File: src/rtl/csr_chk_pkg.sv
package csr_chk_pkg;

    typedef enum logic [2:0] {
        OP_NONE = 3'b000,
        OP_RW   = 3'b001,
        OP_RS   = 3'b010,
        OP_RC   = 3'b011,
        OP_RSV  = 3'b100,
        OP_RWI  = 3'b101,
        OP_RSI  = 3'b110,
        OP_RCI  = 3'b111
    } csr_op_e;

    typedef enum logic [1:0] {
        FN_WRITE = 2'd0,
        FN_SET   = 2'd1,
        FN_CLEAR = 2'd2
    } csr_fn_e;

    // Packed MSB first: bit2 bad write, bit1 bad read, bit0 missed trap.
    typedef struct packed {
        logic bad_write;
        logic bad_read;
        logic missed_trap;
    } chk_kind_t;

    typedef struct packed {
        logic      err;
        chk_kind_t kind;
    } chk_state_t;

    // One bit per mode: bit0 U, bit1 S, bit2 M; reserved code maps to none.
    function automatic logic [2:0] mode_bit(input logic [1:0] priv);
        case (priv)
            2'b00:   mode_bit = 3'b001;
            2'b01:   mode_bit = 3'b010;
            2'b11:   mode_bit = 3'b100;
            default: mode_bit = 3'b000;
        endcase
    endfunction

endpackage

File: src/rtl/csr_addr_legal.sv
module csr_addr_legal
    import csr_chk_pkg::*;
#(
    parameter int                      N_UNIMPL     = 2,
    parameter logic [N_UNIMPL*12-1:0]  UNIMPL_ADDRS = {12'h5C0, 12'h0C5},
    parameter logic [2:0]              UNIMPL_MODES = 3'b101,
    parameter bit                      UNIMPL_RD    = 1'b1,
    parameter bit                      UNIMPL_WR    = 1'b1
) (
    input  logic [11:0] addr_i,
    input  logic [1:0]  priv_i,
    input  logic        does_read_i,
    input  logic        does_write_i,
    output logic        illegal_o
);

    logic [N_UNIMPL-1:0] hit;
    logic                ro_violation;
    logic                priv_violation;
    logic                unimpl_violation;
    logic                access_selected;

    for (genvar i = 0; i < N_UNIMPL; i++) begin : g_unimpl
        assign hit[i] = (addr_i == UNIMPL_ADDRS[i*12 +: 12]);
    end

    always_comb begin
        ro_violation     = (addr_i[11:10] == 2'b11) && does_write_i;
        priv_violation   = (priv_i < addr_i[9:8]);
        access_selected  = (UNIMPL_RD && does_read_i) || (UNIMPL_WR && does_write_i);
        unimpl_violation = (|hit) && (|(mode_bit(priv_i) & UNIMPL_MODES)) && access_selected;
        illegal_o        = ro_violation || priv_violation || unimpl_violation;
    end

endmodule

File: config.mk
export PLATFORM = sky130hd
export DESIGN_NAME = csr_addr_legal
export DESIGN_NICKNAME = d
export VERILOG_FILES = /design/src/rtl/csr_chk_pkg.sv /design/src/rtl/csr_addr_legal.sv
export SDC_FILE = /design/constraint.sdc
export NUM_CORES = 1
export LEC_CHECK = 0
export BUFFER_PORTS_ARGS = -buffer_cell sky130_fd_sc_hd__clkbuf_2
export CAP_MARGIN = 20
export CORE_AREA = 10 10 47 49
export DETAILED_ROUTE_END_ITERATION = 16
export DIE_AREA = 0 0 57 59
export PLACE_DENSITY = 0.35
export SLEW_MARGIN = 0
export SYNTH_ARGS = -nofsm -noshare
export SYNTH_HDL_FRONTEND = slang
export SYNTH_SLANG_ARGS = --single-unit
File: constraint.sdc
create_clock -name vclk -period 2.46
set_clock_uncertainty 0.05 [all_clocks]
set_input_delay 0.369 -clock vclk [all_inputs]
set_output_delay 0.369 -clock vclk [all_outputs]
set_load 0.01 [all_outputs]
# After elaboration in Yosys (flattened, before gate mapping)
# Cells that the tools add are included.
dict set report totals {
  rom_bits 0
  ff_bits 0
  ramBits 0
  memories 0
  latch_bits 0
}
dict set report classes {
  mul 0
  n_mux 1
  shift 0
  n_eq_ne 5
  bitwise_logic 0
  n_reduce_logical 9
  div 0
  addsub 0
  magnitude_cmp 1
}
# cell count
set ops {}
lappend ops {{equality test 12 x 11 -> 1 bit, second input constant} 1}
lappend ops {{equality test 12 x 8 -> 1 bit, second input constant} 1}
lappend ops {{case mux 3 bit (3 select lines)} 1}
lappend ops {{equality test 2 bit, second input constant} 2}
lappend ops {{OR reduction 2 bit} 2}
lappend ops {{logical AND 1 bit} 3}
lappend ops {{logical OR 1 bit} 3}
lappend ops {{equality test 2 x 1 -> 1 bit, second input constant} 1}
lappend ops {{zero test 2 bit} 1}
lappend ops {{less-than comparator 2 bit} 1}

# Depth between registers and ports, before layout
dict set report depth {
  word_depth 6
  ltp_mapped 4
  depth_no_buf 4
}

# Worst setup path before layout
# OpenSTA, ideal clock, no wires.
dict set report synth_timing {
  path_type {input to output}
  startpoint {input addr_i[9]}
  endpoint {output illegal_o}
  path_stages 4
  arrival_ns 1.034
  setup_slack_ns 1.007
  required_time_ns 2.041
  n_path_buf 0
  cell_sequence {inv_1 > ha_1 > a21boi_0 > o221ai_1}
}
dict set report synth_via {
  elab_chain_cells 5
  elab_cells_between_ends 8
  classes_between {order compare (1); eq/ne (2); reduce/logical (5)}
}
# element line
set synth_rtl {}
lappend synth_rtl {{start: declaration} csr_addr_legal.sv:10} ;# input logic [11:0] addr_i,
lappend synth_rtl {{equality test 12 x 8 -> 1 bit or equality test 12 x 11 -> 1 bit (tied branches)} csr_addr_legal.sv:24} ;# assign hit[i] = (addr_i == UNIMPL_ADDRS[i*12 +: 12]);
lappend synth_rtl {{OR reduction 2 bit} csr_addr_legal.sv:31} ;# unimpl_violation = (|hit) && (|(mode_bit(priv_i) & UNIMPL_MODES)) && access_selected;
lappend synth_rtl {{logical AND 1 bit (2 in a row)} csr_addr_legal.sv:31}
lappend synth_rtl {{logical OR 1 bit (*)} csr_addr_legal.sv:32} ;# illegal_o = ro_violation || priv_violation || unimpl_violation;
lappend synth_rtl {{end: declaration} csr_addr_legal.sv:14} ;# output logic illegal_o
# Every way passes the cells marked *; elsewhere a longest branch is shown, timed or not.

# Worst setup path after layout
# Same ends and word-level chain as after synthesis.

==> key figures <==
Status
  • Outcome: completed

Synthesis
  • Mapped Area: 109 sq um
  • Register area share after synthesis: 0%
  • Area contributors post-synth: nor4b_2, ha_1, nor4bb_1
  • Synth Instances: 13
  • Top-area cell type share of the netlist area: 27.6%
  • Post-Syn Nets: 30
  • Synth area leader: nor4b_2
  • Post-Syn Area per Cell: 8.37 sq um
  • Synth cell types: 11
  • YS warnings: 0

Floorplanning
  • Core Region: 1400 sq um
  • Standard-cell row count: 14
  • Die H: 59 microns
  • Die ar.: 3360 sq um
  • I/O pins: 17
  • Starting Density: 7.77%
  • Die span in x: 57 microns

STA
  • Slack of the critical path: 797 ps
  • Fin. max-slew vios: 0
  • Max Clk Rate: 601 MHz
  • Min Tclk post-route: 1660 ps
  • Setup violations, final: 0
  • Max_slew headroom: 85.5%
  • RSZ-0062 raised after global routing: no
  • Final setup TNS: 0 ps
  • Worst Max-Slew Pin Slew: 214 ps
  • Final Hold Viols: 0
  • Hold Worst Slack: 1060 ps
  • Final Cycle Share: 67.6%

Critical path
  • Crit path depth: 6
  • Crit path buf inv count: 3
  • CP Max Fanout: 2
  • CP Data Required Time: 2040 ps
  • CP Launch Type: primary input
  • Slowest cell on crit path: ha_1
  • CP peak stage delay: 270 ps
  • Setup crit start: addr_i[9]
  • Crit-path cells: clkbuf_2 -> inv_1 -> ha_1 -> a21boi_0 -> o221ai_1 -> clkbuf_2
  • CP dominant cell by count: clkbuf_2
  • CP Data Arrival Time: 1240 ps
  • Critical Setup Path Class: in -> out
  • CP delay by family, top: buffers and inverters
  • Worst setup path endpoint: illegal_o
  • Crit. End Element: output pin

Detailed routing
  • Initial DRC count: 0
  • Max layer used: met3
  • Via count: 168
  • DRC Markers: 0
  • Final ANT Viol Nets: 0
  • Routed vias/inst: 3.65
  • WL final: 564 microns
  • Met2 wire length: 78 microns
  • Routed met3 length: 171 microns
  • Router iterations before antenna repair: 1
  • Routed met1 length: 313 microns
  • Drt wl/cell: 12.3 microns

Power
  • Pwr/cell area: 137 nW/um^2
  • Leakage power: 0.107 nW
  • VDD IR max: 0.0366 mV

Layout
  • Seq_cells: 0
  • Design area: 214 sq um
  • Ant diodes: 0
  • Leading cell type in the layout, fill and taps excluded: clkbuf_2
  • Most frequent cells in the layout: clkbuf_2, inv_1, nor4b_2
  • Synthesis-to-layout area growth: 96.6%
  • Sequential Area: 0 sq um
  • Fillers: 167
  • Share of cells above drive strength 1: 63.3%
  • Clk_buf instances: 0
  • Final #Nets: 49

Placed design
  • Placed cell area: 214 sq um
  • Setup WS pre-CTS: 787 ps
  • Gpl congestion: 0.693
  • Input/output buffers: 17

Clocking
  • Post-CTS Setup Bufs: 0
  • Post_cts resized: 0
  • Hold_buf cts: 0

Global route
  • First-pass GRT wire length: 897 microns
  • Grt total ovfl: 0
  • GRT Util Overall: 3.19%
  • Largest net degree at the start of global routing: 4
  • Vias in the first global route: 179
  • Initial antenna violation count: 0

Min path
  • Hold WC Path Type: in -> out

Flow run
  • Max-cap viol count: 0
-- routing by layer --
metal,up-vias,track usage [%]
met1,60,4.95
met5,-,0
li1,89,-
met2,19,2.17
met3,0,3.86
met4,0,0
-- cell usage after synthesis, drive strengths merged --
cell type  instances
a31oi              1
o221ai             1
inv                2
nand3              1
xnor2              1
ha                 1
nor2               1
a21boi             1
nor4bb             1
o2111ai            1
nor4b              2
-- kinds of logic (layout without fill, tap and decap cells) --
group                      after synthesis  count (layout)  share of synthesized area [%]
and+or+nand+nor                          5               5                           44.8
xor gates and xnor gates                 1               1                           8.05
adders and majority gates                1               1                           11.5
buffers and inverters                    2              19                           6.90
AOI/OAI and AO/OA                        4               4                           28.7
-- where the power goes --
part,internal (W),total (W),switching (W)
logic,0.0000164,0.0000292,0.0000128
registers,0,0,0
clock network,0,0,0
-- worst min-delay path, delay by kind of cell --
kind / cells / cell delay [ps]
buffers and inverters: 2 / 230
AND/OR/NAND/NOR: 1 / 70
AO/OA/AOI/OAI: 1 / 70
-- stage by stage --
step / power, W / utilization, % / std cells
floorplan: 0.00000988 / - / 13
global placement: 0.0000297 / 15.3 / 46
detailed placement: 0.0000296 / 15.3 / 46
CTS: 0.0000297 / 15.3 / 46
global route: 0.0000328 / 15.3 / 46
finish: 0.0000292 / 15.3 / 46
-- cell type report --
| class | instances | area, sq um | area share, % |
|---|---|---|---|
| Multi-Input combinational cell | 11 | 101 | 47.4 |
| Timing Repair Buffer | 17 | 85.1 | 39.8 |
| Tap cell | 16 | 20.0 | 9.36 |
| Inverter | 2 | 7.51 | 3.51 |
-- worst min path at each step --
stage                     slack, ps    startpoint         to  depth (start not counted)
after floorplan                 840    addr_i[11]  illegal_o                          2
after global placement         1070  does_write_i  illegal_o                          4
after detailed placement       1070    addr_i[11]  illegal_o                          4
after CTS                      1070    addr_i[11]  illegal_o                          4
after global routing           1130  does_write_i  illegal_o                          4
final                          1060  does_write_i  illegal_o                          4
Power figures use the tool's default switching activity.
